## config.mk

```make
export PLATFORM = sky130hd
export DESIGN_NAME = adder_compare
export DESIGN_NICKNAME = d
export VERILOG_FILES = /design/src/rtl/cmp_pkg.sv /design/src/rtl/cmp_sub_chain.sv /design/src/rtl/cmp_flag_gen.sv /design/src/rtl/cmp_out_stage.sv /design/src/rtl/adder_compare.sv
export SDC_FILE = /design/constraint.sdc
export NUM_CORES = 1
export LEC_CHECK = 0
export BUFFER_PORTS_ARGS = -buffer_cell sky130_fd_sc_hd__buf_4
export CAP_MARGIN = 10
export CORE_MARGIN = 2
export CORE_UTILIZATION = 25
export DETAILED_ROUTE_END_ITERATION = 8
export GPL_TIMING_DRIVEN = 0
export PLACE_DENSITY = 0.53
export SYNTH_ARGS = -nofsm -noshare
export SYNTH_HDL_FRONTEND = slang
export SYNTH_SLANG_ARGS = --single-unit
```

## constraint.sdc

```tcl
create_clock -name clk -period 2 [get_ports clk]
set_input_delay 0.2 -clock clk [delete_from_list [all_inputs] [get_ports clk]]
set_output_delay 0.2 -clock clk [all_outputs]
set_load 0.02 [all_outputs]
```

## src/rtl/cmp_pkg.sv

```systemverilog
package cmp_pkg;
  typedef struct packed {
    logic lt;
    logic gt;
    logic eq;
    logic so;
  } cond_t;
endpackage

```

## src/rtl/cmp_sub_chain.sv

```systemverilog
// Forms ~a + b + 1 (b - a) bit by bit and exposes carries and sign bits
// at the narrow and full widths.
module cmp_sub_chain #(
  parameter int DATA_W   = 64,
  parameter int NARROW_W = 32
) (
  input  logic [DATA_W-1:0] a,
  input  logic [DATA_W-1:0] b,
  output logic              c_narrow,
  output logic              c_full,
  output logic              s_narrow,
  output logic              s_full
);
  logic [DATA_W:0]   carry;
  logic [DATA_W-1:0] prop;
  logic [DATA_W-1:0] gen;

  assign carry[0] = 1'b1;

  for (genvar i = 0; i < DATA_W; i++) begin : g_bit
    assign prop[i]    = ~a[i] ^ b[i];
    assign gen[i]     = ~a[i] & b[i];
    assign carry[i+1] = gen[i] | (prop[i] & carry[i]);
  end

  assign c_narrow = carry[NARROW_W];
  assign c_full   = carry[DATA_W];
  assign s_narrow = prop[NARROW_W-1] ^ carry[NARROW_W-1];
  assign s_full   = prop[DATA_W-1] ^ carry[DATA_W-1];
endmodule

```

## src/rtl/cmp_flag_gen.sv

```systemverilog
// Derives the ordering bits from carry, difference sign and operand signs.
module cmp_flag_gen
  import cmp_pkg::*;
#(
  parameter int DATA_W   = 64,
  parameter int NARROW_W = 32
) (
  input  logic [DATA_W-1:0] a,
  input  logic [DATA_W-1:0] b,
  input  logic              c_narrow,
  input  logic              c_full,
  input  logic              s_narrow,
  input  logic              s_full,
  input  logic              is_signed,
  input  logic              wide_mode,
  input  logic              so_in,
  output cond_t             cond
);
  logic eq_sel, carry_sel, diff_sign, a_sign, b_sign, lt_raw;

  always_comb begin
    if (wide_mode) begin
      eq_sel    = (a == b);
      carry_sel = c_full;
      diff_sign = s_full;
      a_sign    = a[DATA_W-1];
      b_sign    = b[DATA_W-1];
    end else begin
      eq_sel    = (a[NARROW_W-1:0] == b[NARROW_W-1:0]);
      carry_sel = c_narrow;
      diff_sign = s_narrow;
      a_sign    = a[NARROW_W-1];
      b_sign    = b[NARROW_W-1];
    end

    if (!is_signed)          lt_raw = carry_sel;   // no borrow: b >= a
    else if (a_sign != b_sign) lt_raw = a_sign;    // negative side is smaller
    else                     lt_raw = ~diff_sign;  // same signs: b - a cannot overflow

    cond.eq = eq_sel;
    cond.lt = lt_raw & ~eq_sel;
    cond.gt = ~lt_raw & ~eq_sel;
    cond.so = so_in;
  end
endmodule

```

## src/rtl/cmp_out_stage.sv

```systemverilog
// One-entry result register with valid/ready on both sides.
module cmp_out_stage
  import cmp_pkg::*;
#(
  parameter int IDX_W = 3
) (
  input  logic             clk,
  input  logic             rst_n,
  input  logic             in_valid,
  output logic             in_ready,
  input  cond_t            cond_in,
  input  logic [IDX_W-1:0] idx_in,
  output logic             out_valid,
  input  logic             out_ready,
  output cond_t            cond_out,
  output logic [IDX_W-1:0] idx_out
);
  logic take;

  assign in_ready = ~out_valid | out_ready;
  assign take     = in_valid & in_ready;

  always_ff @(posedge clk or negedge rst_n) begin
    if (!rst_n) begin
      out_valid <= 1'b0;
      cond_out  <= '0;
      idx_out   <= '0;
    end else begin
      if (take) begin
        out_valid <= 1'b1;
        cond_out  <= cond_in;
        idx_out   <= idx_in;
      end else if (out_ready) begin
        out_valid <= 1'b0;
      end
    end
  end
endmodule

```

## src/rtl/adder_compare.sv

```systemverilog
module adder_compare
  import cmp_pkg::*;
#(
  parameter int DATA_W   = 64,
  parameter int NARROW_W = 32,
  parameter int IDX_W    = 3
) (
  input  logic              clk,
  input  logic              rst_n,
  input  logic              in_valid,
  output logic              in_ready,
  input  logic [DATA_W-1:0] opa,
  input  logic [DATA_W-1:0] opb,
  input  logic              is_signed,
  input  logic              wide_mode,
  input  logic              sum_ovf,
  input  logic [IDX_W-1:0]  dest_idx,
  output logic              out_valid,
  input  logic              out_ready,
  output logic [3:0]        cond,
  output logic [IDX_W-1:0]  cond_idx
);
  logic  c_narrow, c_full, s_narrow, s_full;
  cond_t cond_next, cond_q;

  cmp_sub_chain #(.DATA_W(DATA_W), .NARROW_W(NARROW_W)) u_chain (
    .a(opa), .b(opb),
    .c_narrow(c_narrow), .c_full(c_full),
    .s_narrow(s_narrow), .s_full(s_full)
  );

  cmp_flag_gen #(.DATA_W(DATA_W), .NARROW_W(NARROW_W)) u_flags (
    .a(opa), .b(opb),
    .c_narrow(c_narrow), .c_full(c_full),
    .s_narrow(s_narrow), .s_full(s_full),
    .is_signed(is_signed), .wide_mode(wide_mode),
    .so_in(sum_ovf), .cond(cond_next)
  );

  cmp_out_stage #(.IDX_W(IDX_W)) u_stage (
    .clk(clk), .rst_n(rst_n),
    .in_valid(in_valid), .in_ready(in_ready),
    .cond_in(cond_next), .idx_in(dest_idx),
    .out_valid(out_valid), .out_ready(out_ready),
    .cond_out(cond_q), .idx_out(cond_idx)
  );

  assign cond = cond_q;
endmodule

```

==> metrics.yaml <==
startpoint: "opa[29]"
reg2reg_depth: 5
max_cap_violations: 0
grt_setup_unrepaired: "yes"
mappedNetlistNets: 470
via_per_inst: 4.46
crit_path_end: "u_stage.cond_out[2]"
power_density_mw_per_mm2: 304
hold_path.startpoint: "in_valid"
gp_congestion: 0.726
final_max_slew_viol_count: 0
wire_per_inst_um: 11.3
total_power_w: 0.00109
grt_pass1_wl_um: 9710
final_layout_size_suffix_gt1_share_pct: 47.7
final_antenna_net_count: 0
r2r-end: "u_stage.cond_out[3]"
vias: 2326
timing.rr.start: "u_stage.out_valid"
status: "complete, but fails checks"
gr-total-overflow: 0
clock-sinks: 8
p_leak_nw: 1.92
async_flop_share_pct: 100
postPlaceCellArea_mm2: 0.00348
synth_top_area_cell: "ha_1"
tightestPinTransition_ps: 358
core-area_mm2: 0.00813
startpoint_type: "input port"
numPlacedInstances: 517
root_buffer: "clkbuf_8"
io_buffers: 146
start_util_pct: 25.5
violations: "negative setup slack"
synth_top_area_share_pct: 38.6
skew_ps: 3.13
cts_htree_levels: 1
rrSetupSlack_ps: 360
cts_buffers: 3
design_area_mm2: 0.00358
worst_slack_ps: -1570
cts_max_path_buffers: 2
vdd_drop_max_v: 0.000231
syn_to_final_growth_pct: 72.9
drtPass1Iterations: 3
drt_iter0_markers: 21
wirelength_um: 5910
ys_types: 36
finalNonFillerCells: 522
fillers: 839
ys_warn_count: 0
synth-main-ff-cell: "dfrtp_1"
synthTopCellsByArea: "ha_1 (39%), inv_1 (12%), dfrtp_1 (9.7%), a21oi_1 (3.4%), o21ai_0 (3.4%)"
max_freq_ghz: 0.280
cp_data_arrival_time_ps: 3660
fin_crit_ps: 3570
synth_area_mm2: 0.00207
nets: 623
die_area_mm2: 0.00903
grt_usage_pct: 13.0
fp.dieW_um: 95.0
required_ps: 2090
syn_inst: 266
ys_seq_area_share_pct: 9.66
clock_latency_ps: 230
drc: 0
clkSlewWorstSetupHoldPaths_ps: 40
dp_hpwl_um: 5550
first_global_vias: 2419
antennaDiodeCount: 0
io_pins: 147
synth-edff-count: 0
yosysMostFrequentCell: "inv_1"
post-place-ws_ps: -1970
hold_violations: 0
dieHeight_um: 95.0
avgSynthCellArea_um2: 7.79
crit_type: "in2reg"
fin_crit_sh_pct: 178
grt_max_degree: 9
worstPathMaxFanout: 2
slew_headroom_pct: 75.5
hp-class: "in2reg"
row_count: 33
final_util_pct: 44.1
setup_viol: 2
tritoncts: "built"
crit_path_end_kind: "flop"
yosys-top-cells-count: "inv_1 (67), ha_1 (64), a21oi_1 (14), o21ai_0 (14)"
grt_antenna_before_repair: 0
synth_seq_cells: 8
[logic make-up after synthesis]
family,after synthesis,synth area share [%]
mux,5,3.26
flops,8,9.66
compound gates,54,17.4
fa+ha+maj,68,41.7
simple gates,61,15.3
buf+inv,70,12.7
[metal layers]
metal | share of wire [%] | track usage, % | routed length, um
met5 | 0 | 0 | 0
met4 | 1.1 | 2.05 | 64
met3 | 12 | 3.48 | 680
met2 | 47 | 24.0 | 2800
met1 | 40 | 15.2 | 2360
[placed cells by master (no fill, tap or decap), types with 2 or more instances in the layout]
cell      netlist  final
buf_4           0    145
inv_1          67     57
ha_1           64     54
nand2_1        13     13
a21oi_1        14     12
nand4_1        11     11
nor2_1         13     11
ha_4            0     10
o21ai_0        14      8
dfrtp_1         8      8
inv_2           2      7
nand3_1         6      6
a211oi_2        0      5
o211ai_1        4      4
o21ai_1         0      4
o21a_1          4      4
nor3_1          4      4
mux2_2          4      4
inv_4           0      3
clkbuf_8        0      3
nor2b_1         2      2
a21o_1          2      2
nor2_2          0      2
a21boi_0        2      2
and4_1          2      2
o21ai_2         0      2
a211oi_1        7      2
a21oi_2         0      2
and2_1          2      2
nor4_1          2      2
maj3_2          2      2
buf_6           0      2
[sequential cells by signal, summed over array words and instances, names as in the netlist]
signal             cells
u_stage.out_valid      1
u_stage.cond_out       4
u_stage.idx_out        3
[through the flow]
| step | hold slack, ps | TNS [ps] |
|---|---|---|
| detailed placement | 23.9 | -3930 |
| floorplan | -95.6 | -2720 |
| finish | 189 | -3110 |
| global placement | 24.5 | -3870 |
| CTS | 185 | -3240 |
| global route | 185 | -3650 |
[worst min path at each step]
stage               slack [ps]                   to  cells after the start
detailed placement          20  u_stage.cond_out[0]                      1
global placement            20  u_stage.cond_out[0]                      1
global route               190    u_stage.out_valid                      2
floorplan                 -100  u_stage.cond_out[0]                      0
finish                     190    u_stage.out_valid                      2
CTS                        190    u_stage.out_valid                      2
[worst max-delay path: stages]
cell      delay (ps)
buf_4            110
inv_8             30
ha_4             250
nand4_1          100
nor2_2           160
nand2_1          150
o21ai_2          160
o21ai_2           80
fa_2             360
nand2b_4         150
a21oi_2          140
o31ai_2           70
nand3_1          120
a211oi_2          80
fa_1             500
inv_1             50
maj3_2           300
mux4_2           500
nand2_1          100
a21oi_2           50
[timing repair]
action,in CTS,in global routing
pin swaps,2,4
setup buffers,1,0
endpoints found under the setup margin,2,2
endpoints found under the hold margin,8,0
resized for setup,10,3
hold buffers,1,0
[power breakdown]
part / leakage, nW / internal [W] / total (W) / switching, W
sequential: 0.0949 / 0.000185 / 0.000195 / 0.0000105
clock: 0.0216 / 0.000130 / 0.000189 / 0.0000593
combinational: 1.80 / 0.000406 / 0.000707 / 0.000300
total: 1.92 / 0.000721 / 0.00109 / 0.000370
[final cells by class]
cell class	instances	area (um2)	share of cell area, %
buffer	1	3.75	0.105
clock buffer	3	41.3	1.15
tap	105	131	3.67
inverter	69	279	7.79
multi-input combinational	188	1810	50.4
timing repair buffer	148	1120	31.3
sequential	8	200	5.59
Power figures use the tool's default switching activity.
